$ cat config.mk
export PLATFORM = sky130hd
export DESIGN_NAME = cond_ff_loop
export DESIGN_NICKNAME = d
export VERILOG_FILES = /design/src/rtl/cff_pkg.sv /design/src/rtl/cff_cond_gen.sv /design/src/rtl/cff_bit_test.sv /design/src/rtl/cff_seq.sv /design/src/rtl/cond_ff_loop.sv
export SDC_FILE = /design/constraint.sdc
export NUM_CORES = 1
export LEC_CHECK = 0
export BUFFER_PORTS_ARGS = -buffer_cell sky130_fd_sc_hd__buf_2
export CAP_MARGIN = 40
export CORE_UTILIZATION = 52
export DETAILED_ROUTE_END_ITERATION = 10
export GPL_TIMING_DRIVEN = 0
export PLACE_DENSITY = 0.82
export SLEW_MARGIN = 5
export SYNTH_ARGS = -nofsm -noshare
export SYNTH_HDL_FRONTEND = slang
export SYNTH_SLANG_ARGS = --single-unit
export TNS_END_PERCENT = 20
$ cat constraint.sdc
create_clock -name clk -period 7.2 [get_ports clk]
set_clock_uncertainty 0.05 [all_clocks]
set_input_delay 1.44 -clock clk [delete_from_list [all_inputs] [get_ports clk]]
set_output_delay 1.44 -clock clk [all_outputs]
set_load 0.02 [all_outputs]
$ cat src/rtl/cff_pkg.sv
package cff_pkg;
   typedef enum logic [0:0] {ST_IDLE = 1'b0, ST_RUN = 1'b1} cff_state_e;

   typedef struct packed {
      logic lt;
      logic gt;
      logic eq;
      logic so;
   } cff_cr_t;
endpackage

$ cat src/rtl/cff_cond_gen.sv
module cff_cond_gen #(
   parameter int DW         = 16,
   parameter bit SIGNED_CMP = 1'b1
) (
   input  logic [DW-1:0]   opa,
   input  logic [DW-1:0]   opb,
   output logic [DW-1:0]   res,
   output cff_pkg::cff_cr_t crf
);
   logic is_zero;
   logic is_neg;

   assign res     = opa + opb;
   assign is_zero = (res == '0);

   generate
      if (SIGNED_CMP) begin : g_signed
         assign is_neg = res[DW-1];
      end else begin : g_unsigned
         assign is_neg = 1'b0;
      end
   endgenerate

   always_comb begin
      crf.lt = is_neg;
      crf.gt = !is_neg && !is_zero;
      crf.eq = is_zero;
      crf.so = 1'b0;
   end
endmodule

$ cat src/rtl/cff_bit_test.sv
module cff_bit_test (
   input  cff_pkg::cff_cr_t crf,
   input  logic [1:0]       sel,
   input  logic             expect_val,
   input  logic             force_eq,
   output logic             pass
);
   logic [1:0] sel_eff;
   logic [3:0] field;
   logic       picked;

   assign field   = crf;
   assign sel_eff = force_eq ? 2'd2 : sel;
   assign picked  = field[2'd3 - sel_eff];
   assign pass    = (picked == expect_val);
endmodule

$ cat src/rtl/cff_seq.sv
module cff_seq #(
   parameter int MAXVL = 16,
   parameter int IW    = $clog2(MAXVL),
   parameter int VLW   = $clog2(MAXVL + 1)
) (
   input  logic           clk,
   input  logic           rst_n,
   input  logic           start,
   input  logic [VLW-1:0] vl_in,
   input  logic           stop,
   output logic           accept,
   output logic           running,
   output logic [IW-1:0]  idx,
   output logic           done,
   output logic [VLW-1:0] vl_out
);
   import cff_pkg::*;

   cff_state_e     st_q;
   logic [IW-1:0]  idx_q;
   logic [VLW-1:0] vl_q;
   logic [VLW-1:0] vlo_q;
   logic           done_q;
   logic           last;

   assign last    = (VLW'(idx_q) + VLW'(1)) == vl_q;
   assign running = (st_q == ST_RUN);
   assign accept  = (st_q == ST_IDLE) && start;
   assign idx     = idx_q;
   assign done    = done_q;
   assign vl_out  = vlo_q;

   always_ff @(posedge clk or negedge rst_n) begin
      if (!rst_n) begin
         st_q   <= ST_IDLE;
         idx_q  <= '0;
         vl_q   <= '0;
         vlo_q  <= '0;
         done_q <= 1'b0;
      end else begin
         done_q <= 1'b0;
         case (st_q)
            ST_IDLE: begin
               if (start) begin
                  vl_q  <= vl_in;
                  idx_q <= '0;
                  if (vl_in == '0) begin
                     done_q <= 1'b1;
                     vlo_q  <= '0;
                  end else begin
                     st_q <= ST_RUN;
                  end
               end
            end
            ST_RUN: begin
               if (stop) begin
                  done_q <= 1'b1;
                  vlo_q  <= VLW'(idx_q);
                  st_q   <= ST_IDLE;
               end else if (last) begin
                  done_q <= 1'b1;
                  vlo_q  <= vl_q;
                  st_q   <= ST_IDLE;
               end else begin
                  idx_q <= idx_q + 1'b1;
               end
            end
            default: st_q <= ST_IDLE;
         endcase
      end
   end


   idx_step_chk: assert property (@(posedge clk) disable iff (!rst_n)
      (running && $past(running)) |-> (idx_q == $past(idx_q) + 1'b1));


   vl_shrink_chk: assert property (@(posedge clk) disable iff (!rst_n)
      done_q |-> (vlo_q <= vl_q));
endmodule

$ cat src/rtl/cond_ff_loop.sv
module cond_ff_loop #(
   parameter int DW         = 16,
   parameter int MAXVL      = 16,
   parameter int CRAW       = 6,
   parameter bit SIGNED_CMP = 1'b1,
   localparam int IW        = $clog2(MAXVL),
   localparam int VLW       = $clog2(MAXVL + 1)
) (
   input  logic            clk,
   input  logic            rst_n,
   input  logic            start,
   input  logic [VLW-1:0]  vl_in,
   input  logic [MAXVL-1:0] pred_mask,
   input  logic [CRAW-1:0] cr_base,
   input  logic [1:0]      sel_bit,
   input  logic            expect_bit,
   input  logic            ffirst_mode,
   input  logic            rc_en,
   input  logic            cond_only,
   input  logic            zeroing,
   output logic [IW-1:0]   elem_idx,
   input  logic [DW-1:0]   opa_in,
   input  logic [DW-1:0]   opb_in,
   output logic            rf_we,
   output logic [IW-1:0]   rf_waddr,
   output logic [DW-1:0]   rf_wdata,
   output logic            cr_we,
   output logic [CRAW-1:0] cr_waddr,
   output logic [3:0]      cr_wdata,
   output logic            done,
   output logic [VLW-1:0]  vl_out
);
   import cff_pkg::*;

   generate
      if (DW < 2) begin : g_bad_dw
         $error("cond_ff_loop: DW must be at least 2");
      end
      if (MAXVL < 2) begin : g_bad_maxvl
         $error("cond_ff_loop: MAXVL must be at least 2");
      end
      if ((1 << CRAW) < MAXVL) begin : g_bad_craw
         $error("cond_ff_loop: CRAW too narrow for MAXVL");
      end
   endgenerate

   logic [MAXVL-1:0] mask_q;
   logic [CRAW-1:0]  base_q;
   logic [1:0]       sel_q;
   logic             exp_q, ff_q, rc_q, co_q, z_q;
   logic [VLW-1:0]   vlin_q;

   logic             accept, running, stop, pass;
   logic [IW-1:0]    idx;
   logic [DW-1:0]    res;
   cff_cr_t          crf;
   logic             active, fail, wr_res, wr_zero;

   always_ff @(posedge clk or negedge rst_n) begin
      if (!rst_n) begin
         mask_q <= '0;
         base_q <= '0;
         sel_q  <= '0;
         exp_q  <= 1'b0;
         ff_q   <= 1'b0;
         rc_q   <= 1'b0;
         co_q   <= 1'b0;
         z_q    <= 1'b0;
         vlin_q <= '0;
      end else if (accept) begin
         mask_q <= pred_mask;
         base_q <= cr_base;
         sel_q  <= sel_bit;
         exp_q  <= expect_bit;
         ff_q   <= ffirst_mode;
         rc_q   <= rc_en;
         co_q   <= cond_only;
         z_q    <= zeroing;
         vlin_q <= vl_in;
      end
   end

   cff_seq #(.MAXVL(MAXVL), .IW(IW), .VLW(VLW)) u_seq (
      .clk     (clk),
      .rst_n   (rst_n),
      .start   (start),
      .vl_in   (vl_in),
      .stop    (stop),
      .accept  (accept),
      .running (running),
      .idx     (idx),
      .done    (done),
      .vl_out  (vl_out)
   );

   cff_cond_gen #(.DW(DW), .SIGNED_CMP(SIGNED_CMP)) u_cond (
      .opa (opa_in),
      .opb (opb_in),
      .res (res),
      .crf (crf)
   );

   cff_bit_test u_test (
      .crf        (crf),
      .sel        (sel_q),
      .expect_val (exp_q),
      .force_eq   (co_q),
      .pass       (pass)
   );

   assign elem_idx = idx;
   assign active   = running && mask_q[idx];
   assign fail     = active && !pass;
   assign stop     = ff_q && fail;

   assign wr_res   = active && pass && !co_q;
   assign wr_zero  = running && !co_q && z_q && (!mask_q[idx] || (fail && !ff_q));

   assign rf_we    = wr_res || wr_zero;
   assign rf_waddr = idx;
   assign rf_wdata = wr_res ? res : '0;

   assign cr_we    = active && (rc_q || co_q) && !stop;
   assign cr_waddr = base_q + CRAW'(idx);
   assign cr_wdata = crf;


   co_nowr_chk: assert property (@(posedge clk) disable iff (!rst_n)
      (running && co_q) |-> !rf_we);


   pr_vl_chk: assert property (@(posedge clk) disable iff (!rst_n)
      (done && !ff_q) |-> (vl_out == vlin_q));


   ff_stop_chk: assert property (@(posedge clk) disable iff (!rst_n)
      stop |=> !running);


   mask_nocr_chk: assert property (@(posedge clk) disable iff (!rst_n)
      (running && !mask_q[idx]) |-> !cr_we);


   rc_off_chk: assert property (@(posedge clk) disable iff (!rst_n)
      (running && !rc_q && !co_q) |-> !cr_we);
endmodule

Word-level counts from Yosys, hierarchy flattened
Cells that the tools add are included.

Latch bits: 0. Register bits after elaboration: 45. Memories kept: 0. Logic and storage cells: 81. Memory bits (writable): 0. Output and inout port bits: 42. ROM bits: 0.

Equality and inequality tests: 7. Multiply operators: 0. Reductions and logical operators: 28. Bitwise logic cells: 1. Div/mod/pow operators: 0. Magnitude comparators: 2. Multiplexer cells: 25. $add $sub $neg: 5. Shift operators: 0.

Operator list (count): $mux 5 (4); $add 16x16->16 (1); $logic_not 16->1 (1); $mux 16 (1); $logic_and 1x1->1 (13); $mux 4 (3); $mux 1 (10); $pmux 5 s2 (1); $ne 2x2->1 const B (4); $pmux 4 s2 (1); $logic_not 1->1 (7); $add 6x4->6 (1); $reduce_and 3->1 (2); $add 4x1->5 const B (1); $eq 5x5->1 (1); $logic_not 5->1 (1); $lt 4x5->1 const B (1); $add 4x1->4 const B (1); $bmux 1 s4 (1); $pmux 1 s2 (2); $logic_or 1x1->1 (3); $lt 2x3->1 const B (1); $ne 3x3->1 const B (1); $bmux 1 s2 (1); 5 further kinds (5).

Logic depth before layout (Yosys ltp)
Gate-level depths: netlist of the first run.

Word-level depth: 13. Gate-level depth with buffers: 15. Mapped depth without buffers: 12.

Modules after synthesis
Synthesis of the first run repeated with hierarchy kept, for this count alone.

Cell total of the unflattened synthesis: 342. Area, all modules: 3453.3 um^2.

Modules (own cells, without submodules): cond_ff_loop (cells each 123, area each 1579.0 um^2, times used 1); cff_seq (cells each 104, area each 1013.5 um^2, times used 1); cff_cond_gen (cells each 108, area each 812.0 um^2, times used 1); cff_bit_test (cells each 7, area each 48.8 um^2, times used 1).

Least setup slack after synthesis of the first run
OpenSTA, ideal clock, no wires.

Path kind: input to output. Start: in opa_in[0]. End: out rf_wdata[3]. Setup slack: 844 ps. Arrival time: 4866 ps. Stages on the path: 14. Path buffers: 2. Path through: ha_1 fa_1 nand3_1 a211oi_1 or3_1 clkbuf_1 or3_1 a32oi_1 and4bb_2 mux2i_4 xnor2_1 or3_1 buf_2 nor3_1.

Cells in the longest elaborated chain, start to end: 10. Elaborated cells between the ends (all ways): 11. Classes of those cells: add/sub (1); eq/ne (1); mux (3); reduce/logical (6).

RTL lines: start: declaration (line cond_ff_loop.sv:22) `input logic [DW-1:0] opa_in,`; $add 16x16->16 * (line cff_cond_gen.sv:13) `assign res = opa + opb;`; $logic_not 16->1 (line cff_cond_gen.sv:14) `assign is_zero = (res == '0);`; $logic_not 1->1 (line cff_cond_gen.sv:26) `crf.gt = !is_neg && !is_zero;`; $logic_and 1x1->1 (line cff_cond_gen.sv:26); $bmux 1 s2 (line cff_bit_test.sv:14) `assign picked = field[2'd3 - sel_eff];`; $mux 1 (not written as such) (line cff_bit_test.sv:14); $eq 1x1->1 (line cff_bit_test.sv:15) `assign pass = (picked == expect_val);`; $logic_and 1x1->1 (2 in a row) (line cond_ff_loop.sv:116) `assign wr_res = active && pass && !co_q;`; $mux 16 * (line cond_ff_loop.sv:121) `assign rf_wdata = wr_res ? res : '0;`; end: declaration (line cond_ff_loop.sv:26) `output logic [DW-1:0] rf_wdata,`.

Mark *: on every way between the ends. The rest lies on a longest branch, timed or not. The select of a mux whose other input is x is not followed.

Final worst setup path of the first run
Start: in opb_in[4]. End: out rf_wdata[13].

Cells in the longest elaborated chain, start to end: 10. Elaborated cells between the ends (all ways): 11. Classes of those cells: add/sub (1); eq/ne (1); mux (3); reduce/logical (6).

RTL lines: start: declaration (line cond_ff_loop.sv:23) `input logic [DW-1:0] opb_in,`; $add 16x16->16 * (line cff_cond_gen.sv:13); $logic_not 16->1 (line cff_cond_gen.sv:14); $logic_not 1->1 (line cff_cond_gen.sv:26); $logic_and 1x1->1 (line cff_cond_gen.sv:26); $bmux 1 s2 (line cff_bit_test.sv:14); $mux 1 (not written as such) (line cff_bit_test.sv:14); $eq 1x1->1 (line cff_bit_test.sv:15); $logic_and 1x1->1 (2 in a row) (line cond_ff_loop.sv:116); $mux 16 * (line cond_ff_loop.sv:121).

Marks and branches as above.

==> summary.log, run 1 <==
qor: floorplan.row_count 29
qor: sta.final.min_clock_period 6734 ps
qor: layout.area_growth_syn_to_layout 22.52%
qor: sta.setup_viol_count_final 0
qor: logic_synthesis.postSynth.topFlopCell dfrtp_1
qor: power_and_ir_drop.power.combinational.fraction 0.594
qor: setup_path.crit_path_max_incr_delay 490 ps
qor: setup_path.setup_crit_end_kind primary output
qor: floorplan.die_x_extent 83.26 microns
qor: sta.timing.final.crit_share 0.9353
qor: drt.postRouteAntennaNets 0
qor: layout.layout.cells.most_common_list 111 x buf_2, 45 x dfrtp_1, 30 x mux2_2
qor: logic_synthesis.syn-mean-instance-area 9.537 sq um
qor: floorplan.die-area 6931 sq um
qor: floorplan.die_height 83.26 microns
qor: sta.sum_of_negative_setup_slack 0 ps
qor: power_and_ir_drop.net-switching-power 0.7169 mW
qor: power_and_ir_drop.power.share.switching 0.4386
qor: layout.final.fill_count 514
qor: clock_tree.post_cts_hold_buffer_count 0
qor: logic_synthesis.synth_mux_area_frac 0.1458
qor: setup_path.cp_cell_sequence buf_2 -> ha_1 -> clkbuf_1 -> o211ai_1 -> or4_1 -> nor4bb_4 -> o21a_1 -> xnor2_1 -> a2111o_1 -> mux2i_4 -> xnor2_1 -> or3_1 -> buf_2 -> buf_6 -> nor2_1 -> buf_2
qor: power_and_ir_drop.power_density 388.6 nW/um^2
qor: logic_synthesis.yosysWarnings 0
qor: global_route.grt_antenna_before_repair 0
qor: global_route.grt_util_all_layers 0.2490
qor: drt.post_drt_wl_per_cell 15.11 microns
qor: floorplan.ports 111
qor: logic_synthesis.synthesis.instances 360
qor: placed_design.rd_place_congestion 0.8726
qor: drt.vias 3149
qor: clock_tree.clock_sink_count 45
qor: power_and_ir_drop.p_clk_frac 0.117
qor: global_route.wire_length_of_the_first_global_routing_pass 13.99 mm
qor: clock_tree.cts_repair_resized_insts 0
qor: placed_design.buffer_ports.inserted 109
qor: clock_tree.worst_skew_pair.late_latency 300 ps
qor: logic_synthesis.synth_xor_xnor_area_share 0.05758
qor: logic_synthesis.share_of_flip_flops_with_an_asynchronous_set_or_reset_after_synthesis 1.000
qor: layout.layout.cells.most_common buf_2
qor: logic_synthesis.synth_cell_type_count 59
qor: setup_path.start_kind primary input
qor: clock_tree.cts-root-buf clkbuf_8
qor: power_and_ir_drop.leakage 2.081 nW
qor: setup_path.cp_max_fo 10
qor: drt.remaining_routing_drc_violations 0
qor: logic_synthesis.synth-adder-area-share 0.08455
qor: drt.vias_per_cell 5.674
qor: logic_synthesis.synth_area 3433 sq um
qor: logic_synthesis.number_of_enable_type_register_cells_in_the_synthesized_netlist 0
qor: hold_path.hold_depth 1
qor: setup_path.reg2regPathDepth 12
qor: logic_synthesis.synth.ff_latch_count 45
qor: logic_synthesis.main_combinational_cell_family_by_area_after_synthesis simple AND/OR/NAND/NOR gates
qor: logic_synthesis.simple_gate_area_share_of_the_yosys_netlist 0.1731
qor: hold_path.hold_class reg -> reg
qor: global_route.first_global_vias 3095
qor: logic_synthesis.yosysTopAreaCell dfrtp_1
qor: logic_synthesis.synth_compound_area_frac 0.1578
qor: run.maxCapViolCount 0
qor: logic_synthesis.synth_top_area_frac 0.3280
qor: logic_synthesis.top_cells_by_area_synth dfrtp_1 33%, mux2_2 9.8%, ha_1 7.3%
qor: clock_tree.numCtsBuffers 5
qor: clock_tree.ctsHtreeMaxLevel 2
qor: sta.timing.fmax 148.5 MHz
qor: clock_tree.cts.path.max_buffers 2
qor: sta.timing.final.max_slew_violations 0
qor: drt.dr.first_iter.drc_count 117
qor: clock_tree.clock_tree_from_tritoncts built
qor: logic_synthesis.synth-seq-area-share 0.3280
qor: placed_design.dp_hpwl 6.613 mm
qor: sta.rsz_0062_raised_after_global_routing no
qor: global_route.overflow 0
qor: floorplan.coreArea 6350 sq um
qor: layout.finalNetCount 568
qor: sta.worst-slew-pin-transition 603.8 ps
qor: run_status.run_status finished clean
qor: power_and_ir_drop.ir_worst_vdd 0.0003079 V
qor: setup_path.worst-setup-path-type in -> out
qor: layout.final_util 0.6625
qor: setup_path.critical_path.slowest_cell or4_1
qor: drt.finalWirelength 8.387 mm
qor: clock_tree.clkSlewWorstSetupHoldPaths 70 ps
qor: setup_path.worst_ep_required_time 5710 ps
qor: sta.finalHoldViolCount 0
qor: power_and_ir_drop.seq_power_share 0.290
qor: global_route.pin_count_of_the_biggest_net_entering_global_routing 32
qor: floorplan.initial_utilization 0.5407
qor: sta.worst_slew_margin_rel 0.5923
qor: setup_path.cp.arrival 5240 ps
qor: logic_synthesis.synth_fp_nets 451
qor: power_and_ir_drop.cellInternalPower 0.9177 mW
qor: layout.drive_gt1_frac 0.3473
qor: drt.dr.pass1.iters 4
qor: clock_tree.post_cts_buffers 0
qor: setup_path.cp_common_cell buf_2
qor: layout.antenna_cells 0
==> kinds of logic (layout without fill, tap and decap cells) <==
family | count (synthesis) | count (layout)
AO/OA/AOI/OAI | 80 | 80
adder cells (fa/ha/maj) | 22 | 22
AND/OR/NAND/NOR | 112 | 112
XOR/XNOR | 21 | 21
other | 1 | 1
multiplexers | 40 | 40
buffers and inverters | 39 | 157
flip-flops | 45 | 45
==> worst paths after layout <==
path,to,startpoint,slack (ps)
worst max register to register,u_seq.vl_out[3],u_seq.idx[0],3640
worst min register to register,mask_q[10],mask_q[10],470
worst max-delay path,rf_wdata[13],opb_in[4],470
worst min-delay path,mask_q[10],mask_q[10],470
min in group asynchronous,sel_q[0],rst_n,990
max in group asynchronous,u_seq.vl_q[3],rst_n,5610
==> state kept, by name (all words and copies together), names as in the netlist <==
| signal | count |
|---|---|
| exp_q | 1 |
| z_q | 1 |
| u_seq.done | 1 |
| u_seq.idx | 4 |
| rc_q | 1 |
| u_seq.vl_out | 5 |
| ff_q | 1 |
| mask_q | 16 |
| base_q | 6 |
| co_q | 1 |
| u_seq.vl_q | 5 |
| sel_q | 2 |
| u_seq.running | 1 |
==> cells in the mapped netlist (4+ instances only) <==
library cell and count:
dfrtp_1 45, a21o_1 10, xnor2_1 13, nor3_1 6
and2_1 6, o211ai_1 8, mux2_2 30, nand2_1 29
nor2b_1 4, a21oi_1 16, nor2_1 24, nor3b_1 4
xor2_1 7, or3_1 5, mux4_2 4, ha_1 20
a31oi_1 5, buf_4 6, inv_1 15, nand2b_1 4
clkbuf_1 12, mux2i_1 5, o21ai_0 14, a211oi_1 6
nand4_1 5, nand3_1 11
==> cell type report <==
class | instances | area, sq um | share of cell area
multi-input combinational | 276 | 2128 | 0.5059
sequential | 45 | 1126 | 0.2677
timing repair buffer | 110 | 565.5 | 0.1344
buffer | 24 | 122.6 | 0.02915
tap | 77 | 96.34 | 0.02290
clock buffer | 6 | 72.57 | 0.01725
inverter | 15 | 56.30 | 0.01338
clock inverter | 2 | 38.79 | 0.009221
==> power groups by stage <==
stage,clock network (mW),logic [mW],registers [mW]
4_1_cts,0.193,0.974,0.472
6_report,0.191,0.970,0.474
2_1_floorplan,0,0.694,0.476
3_3_place_gp,0,0.934,0.464
3_5_place_dp,0,0.965,0.475
5_1_grt,0.202,1.05,0.491
==> metal layers <==
layer  part of all wire  track usage
met1               0.41       0.2947
met2               0.52       0.4590
met3              0.055      0.03777
met4              0.018      0.08150
met5                  0            0
==> worst max-delay path: cells and delay by family <==
kind                     cells  cell delay, ps
AND/OR/NAND/NOR              4            1160
AO/OA/AOI/OAI                3             970
buffers and inverters        5             890
XOR/XNOR                     2             340
adder cells (fa/ha/maj)      1             260
multiplexers                 1             170
==> stage by stage <==
stage                     setup WS [ps]  area [sq um]  std cells  hold WS, ps  power [mW]
final                             466.0          4207        555        465.1       1.635
after global routing              301.1          4207        555        482.7       1.745
after CTS                         479.4          4207        555        467.3       1.639
after detailed placement          491.8          4095        547        445.5       1.441
after global placement            545.5          4075        546        434.3       1.399
after floorplan                   843.6          3433        360        425.2       1.170
Power figures use the tool's default switching activity.
==> run 2: changes to the inputs <==
- BUFFER_PORTS_ARGS: -buffer_cell sky130_fd_sc_hd__buf_2 -> unset
- CORE_UTILIZATION: 52 -> 60
- DONT_BUFFER_PORTS: unset -> 1
- PLACE_DENSITY: 0.82 -> 0.76
==> run 2 against run 1 <==
Maximum frequency grew 1.0%. First-iteration DRC count decreased by 12%. Flip-flop and latch count did not move. Sequential share of layout area rose by 4.4 points. Register-to-register slack gained 40 ps. Total power is 10% lower. Sequential power rose by 6.1%. Final cell count shrank 21%. Global-route usage is 0.50 points higher. Critical endpoint is now rf_wdata[3].
==> summary.log, run 2 (synthesis results as in run 1) <==
qor: floorplan.initial_utilization 0.6235
qor: sta.worst-slew-pin-transition 793.5 ps
qor: sta.final.min_clock_period 6666 ps
qor: sta.setup_viol_count_final 0
qor: drt.vias 2694
qor: clock_tree.cts_repair_resized_insts 0
qor: sta.timing.final.crit_share 0.9259
qor: setup_path.cp.arrival 5180 ps
qor: run.maxCapViolCount 0
qor: global_route.groute.layer.met3.usage 0.05059
qor: layout.sequential_cell_area 1126 sq um
qor: floorplan.row_count 27
qor: clock_tree.clock_sink_count 45
qor: layout.multiInputGateArea 2128 sq um
qor: sta.finalHoldViolCount 0
qor: setup_path.worstPathBufferInverterCount 2
qor: floorplan.die_x_extent 77.65 microns
qor: global_route.grt_antenna_before_repair 0
qor: clock_tree.cts-root-buf clkbuf_8
qor: global_route.overflow 0
qor: drt.remaining_routing_drc_violations 0
qor: setup_path.cp_max_fo 7
qor: floorplan.die_height 77.65 microns
qor: clock_tree.post_cts_hold_buffer_count 0
qor: placed_design.rd_place_congestion 0.8522
qor: global_route.first_global_vias 2709
qor: layout.layout.cells.most_common_list 45 x dfrtp_1, 30 x mux2_2, 29 x nand2_1
qor: layout.largest_register_ff_count 16
qor: run_status.run_status finished clean
qor: hold_path.hold_class reg -> reg
qor: layout.final_util 0.6564
qor: drt.dr.first_iter.drc_count 103
qor: clock_tree.clkSlewWorstSetupHoldPaths 70 ps
qor: layout.layout.cells.most_common dfrtp_1
qor: drt.vias_per_cell 6.123
qor: sta.timing.final.max_slew_violations 0
qor: sta.worst_slew_margin_rel 0.4699
qor: global_route.pin_count_of_the_biggest_net_entering_global_routing 46
qor: sta.timing.fmax 150.0 MHz
qor: setup_path.critical_path.slowest_cell nor3_1
qor: layout.final.fill_count 444
qor: setup_path.cp_common_cell or3_1
qor: drt.dr.pass1.iters 4
qor: global_route.grt_most_used_layer met2
qor: setup_path.setup_crit_end_kind primary output
qor: global_route.grt_util_all_layers 0.2540
qor: clock_tree.cts.path.max_buffers 2
qor: setup_path.worst_ep_required_time 5710 ps
qor: clock_tree.numCtsBuffers 5
qor: layout.finalNetCount 459
qor: floorplan.die-area 6029 sq um
qor: placed_design.buffer_ports.inserted 0
qor: layout.largest-register mask_q
qor: clock_tree.ctsHtreeMaxLevel 2
qor: setup_path.worst-setup-path-type in -> out
qor: power_and_ir_drop.ir_worst_vdd 0.0002490 V
qor: drt.post_drt_wl_per_cell 16.36 microns
qor: clock_tree.worst_skew_pair.late_latency 290 ps
qor: placed_design.dp_hpwl 5.764 mm
qor: layout.area_growth_syn_to_layout 5.284%
qor: floorplan.coreArea 5507 sq um
qor: layout.reg_top3 mask_q (16), base_q (6)
qor: setup_path.cpLargestDelayFamily simple AND/OR/NAND/NOR gates
qor: global_route.gr-usage-met1 0.2843
qor: setup_path.crit_path_max_incr_delay 520 ps
qor: drt.postRouteAntennaNets 0
qor: clock_tree.clock_tree_from_tritoncts built
qor: floorplan.ports 111
qor: layout.antenna_cells 0
qor: setup_path.cp_cell_sequence ha_1 -> fa_1 -> nand3_1 -> a211oi_1 -> or3_1 -> clkbuf_1 -> or3_1 -> a32oi_1 -> and4bb_2 -> mux2i_4 -> xnor2_1 -> or3_1 -> buf_2 -> nor3_1
qor: sta.sum_of_negative_setup_slack 0 ps
qor: power_and_ir_drop.power_density 405.1 nW/um^2
qor: drt.finalWirelength 7.197 mm
qor: layout.drive_gt1_frac 0.1522
qor: global_route.wire_length_of_the_first_global_routing_pass 12.19 mm
qor: power_and_ir_drop.leakage 1.600 nW
qor: global_route.grt_use_met2 0.4726
qor: clock_tree.post_cts_buffers 0
qor: setup_path.start_kind primary input
qor: sta.rsz_0062_raised_after_global_routing no
run 2: worst reg2reg max path, stage by stage, from the launching register on:
cell and delay, ps:
dfrtp_1 530, clkbuf_1 490, mux4_2 560, and2_1 170, a211oi_1 210, a21oi_1 100, nand2_1 170, nor2_1 60
and2_1 150, mux2i_1 370, clkbuf_1 360, nor2_1 80, a31oi_1 150
run 2: path summary, 6_finish.rpt:
kind | startpoint | endpoint | slack, ps | cells after the start
worst max register to register | u_seq.idx[0] | u_seq.vl_out[0] | 3680 | 12
max in group asynchronous | rst_n | u_seq.vl_q[4] | 6230 | 0
min in group asynchronous | rst_n | co_q | 790 | 0
worst max-delay path | opa_in[0] | rf_wdata[3] | 530 | 14
worst min register to register | mask_q[11] | mask_q[11] | 460 | 1
worst min-delay path | mask_q[11] | mask_q[11] | 460 | 1
run 2: stage by stage:
stage	power, mW	setup slack, ps	instances	area (sq um)	hold slack (ps)
3_5_place_dp	1.320	560.2	433	3528	445.0
5_1_grt	1.579	251.2	440	3615	469.8
3_3_place_gp	1.287	567.0	432	3523	435.1
6_report	1.464	533.9	440	3615	459.0
4_1_cts	1.474	545.6	440	3615	462.1
2_1_floorplan	1.170	843.6	360	3433	425.2
run 2: cell type report:
| cell class | count | share of cell area |
|---|---|---|
| clock buffer | 7 | 0.02388 |
| inverter | 15 | 0.01558 |
| timing repair buffer | 1 | 0.001385 |
| multi-input combinational | 276 | 0.5888 |
| sequential | 45 | 0.3115 |
| tap | 72 | 0.02492 |
| buffer | 24 | 0.03392 |
run 2: per-layer routing:
metal / share of wire / vias up
li1: - / 1313
met3: 0.061 / 15
met5: 0 / -
met2: 0.52 / 94
met1: 0.40 / 1272
met4: 0.018 / 0
run 2: power by group:
| part | internal (mW) | switching (mW) |
|---|---|---|
| Combinational | 0.349 | 0.459 |
| Clock | 0.0761 | 0.0765 |
| Sequential | 0.379 | 0.124 |
==> run 3: changes to the inputs <==
- RECOVER_POWER: unset -> 50
==> run 3 against run 2 <==
Final cell count unchanged. Worst hold slack improved by 0.91 ps. Maximum frequency about the same. Sequential share of layout area unchanged. Core utilization did not move. Combinational power is essentially flat. Critical endpoint is now cr_we. Highest routed layer unchanged.
==> summary.log, run 3 (synthesis results as in run 1) <==
qor: setup_path.worst-setup-path-type in -> out
qor: drt.vias 2704
qor: drt.postRouteAntennaNets 0
qor: layout.largest-register mask_q
qor: setup_path.cp.arrival 5180 ps
qor: clock_tree.cts-root-buf clkbuf_8
qor: floorplan.ports 111
qor: hold_path.hold_depth 1
qor: sta.setup_viol_count_final 0
qor: power_and_ir_drop.ir_worst_vdd 0.0002488 V
qor: floorplan.die_height 77.65 microns
qor: placed_design.place_inst 433
qor: drt.remaining_routing_drc_violations 0
qor: placed_design.placedInstanceArea 3528 sq um
qor: drt.dr.pass1.iters 4
qor: layout.antenna_cells 0
qor: setup_path.reg2regPathDepth 12
qor: clock_tree.post_cts_hold_buffer_count 0
qor: placed_design.rd_place_congestion 0.8522
qor: setup_path.worst_ep_required_time 5710 ps
qor: setup_path.crit_path_max_incr_delay 710 ps
qor: sta.sum_of_negative_setup_slack 0 ps
qor: global_route.first_global_vias 2709
qor: clock_tree.post_cts_buffers 0
qor: global_route.pin_count_of_the_biggest_net_entering_global_routing 46
qor: clock_tree.ctsHtreeMaxLevel 2
qor: sta.timing.final.max_slew_violations 0
qor: layout.drive_gt1_frac 0.1522
qor: drt.dr.first_iter.drc_count 105
qor: global_route.overflow 0
qor: sta.worst_slew_margin_rel 0.4698
qor: drt.post_drt_wl_per_cell 16.36 microns
qor: clock_tree.numCtsBuffers 5
qor: clock_tree.cts.path.max_buffers 2
qor: setup_path.worstSetupPathDepth 12
qor: floorplan.die-area 6029 sq um
qor: power_and_ir_drop.power_density 405.0 nW/um^2
qor: setup_path.cpLargestDelayFamily simple AND/OR/NAND/NOR gates
qor: setup_path.start_kind primary input
qor: run.maxCapViolCount 0
qor: sta.timing.fmax 150.0 MHz
qor: placed_design.pre_cts_slack 560.2 ps
qor: setup_path.critical_path.slowest_cell nor3b_1
qor: sta.rsz_0062_raised_after_global_routing no
qor: clock_tree.cts_repair_resized_insts 0
qor: sta.finalHoldViolCount 0
qor: power_and_ir_drop.leakage 1.600 nW
qor: clock_tree.clock_tree_from_tritoncts built
qor: layout.finalNetCount 459
qor: layout.final_area 3615 sq um
qor: layout.largest_register_ff_count 16
qor: layout.reg_top3 mask_q (16), base_q (6)
qor: layout.area_growth_syn_to_layout 5.284%
qor: setup_path.cp_max_fo 6
qor: sta.final.min_clock_period 6668 ps
qor: setup_path.setup_crit_end_kind primary output
qor: global_route.grt_antenna_before_repair 0
qor: floorplan.initial_utilization 0.6235
qor: global_route.wire_length_of_the_first_global_routing_pass 12.19 mm
qor: layout.final_util 0.6564
qor: floorplan.die_x_extent 77.65 microns
qor: sta.postLayoutSetupSlackWorst 532.4 ps
qor: layout.layout.cells.most_common_list 45 x dfrtp_1, 30 x mux2_2, 29 x nand2_1
qor: global_route.grt_util_all_layers 0.2540
qor: setup_path.worstPathBufferInverterCount 1
qor: layout.final_cell_count_no_fill 440
qor: drt.vias_per_cell 6.145
qor: setup_path.cp_cell_sequence ha_1 -> fa_1 -> nand3_1 -> a211oi_1 -> or3_1 -> clkbuf_1 -> or3_1 -> a32oi_1 -> and4bb_2 -> mux2i_4 -> mux2i_1 -> nor3b_1
qor: setup_path.cp_common_cell or3_1
qor: clock_tree.worst_skew_pair.late_latency 290 ps
qor: hold_path.hold_class reg -> reg
qor: sta.timing.final.crit_share 0.9261
qor: drt.finalWirelength 7.199 mm
qor: placed_design.dp_hpwl 5.764 mm
qor: clock_tree.clkSlewWorstSetupHoldPaths 70 ps
qor: floorplan.coreArea 5507 sq um
qor: floorplan.row_count 27
qor: run_status.run_status finished clean
qor: clock_tree.clock_sink_count 45
qor: sta.worst-slew-pin-transition 793.6 ps
qor: layout.layout.cells.most_common dfrtp_1
qor: placed_design.buffer_ports.inserted 0
==> run 3: layout make-up <==
cell class / instances / area [sq um]
multi-input combinational: 276 / 2128
timing repair buffer: 1 / 5.005
clock buffer: 7 / 86.33
inverter: 15 / 56.30
fill: 444 / 1892
sequential: 45 / 1126
buffer: 24 / 122.6
tap: 72 / 90.09
==> run 3: stage by stage <==
step,hold slack [ps],power [mW]
3_5_place_dp,445.0,1.320
4_1_cts,462.1,1.474
6_report,459.9,1.464
5_1_grt,469.8,1.579
3_3_place_gp,435.1,1.287
2_1_floorplan,425.2,1.170
==> run 3: where the power goes <==
part / switching, mW / total (mW) / internal, mW
Clock: 0.0764 / 0.153 / 0.0761
Combinational: 0.459 / 0.808 / 0.349
Sequential: 0.124 / 0.503 / 0.379
Total: 0.659 / 1.46 / 0.805
==> run 3: worst register-to-register path, cell delays in order, from the launching register on <==
cell	delay (ps)
dfrtp_1	530
clkbuf_1	490
mux4_2	560
and2_1	170
a211oi_1	210
a21oi_1	100
nand2_1	170
nor2_1	60
and2_1	150
mux2i_1	380
clkbuf_1	360
nor2_1	80
a31oi_1	150
==> run 3: worst paths after layout <==
kind / slack [ps] / start / end
max: 530 / opa_in[0] / cr_we
min: 460 / mask_q[11] / mask_q[11]
max reg2reg: 3660 / u_seq.idx[0] / u_seq.vl_out[0]
min reg2reg: 460 / mask_q[11] / mask_q[11]
max in group asynchronous: 6230 / rst_n / u_seq.vl_q[4]
min in group asynchronous: 790 / rst_n / co_q
==> run 3: metal layers <==
layer	GRT usage	routed length, microns
met2	0.4726	3732
met5	0	0
met1	0.2843	2872
met4	0.09245	149
met3	0.05059	444
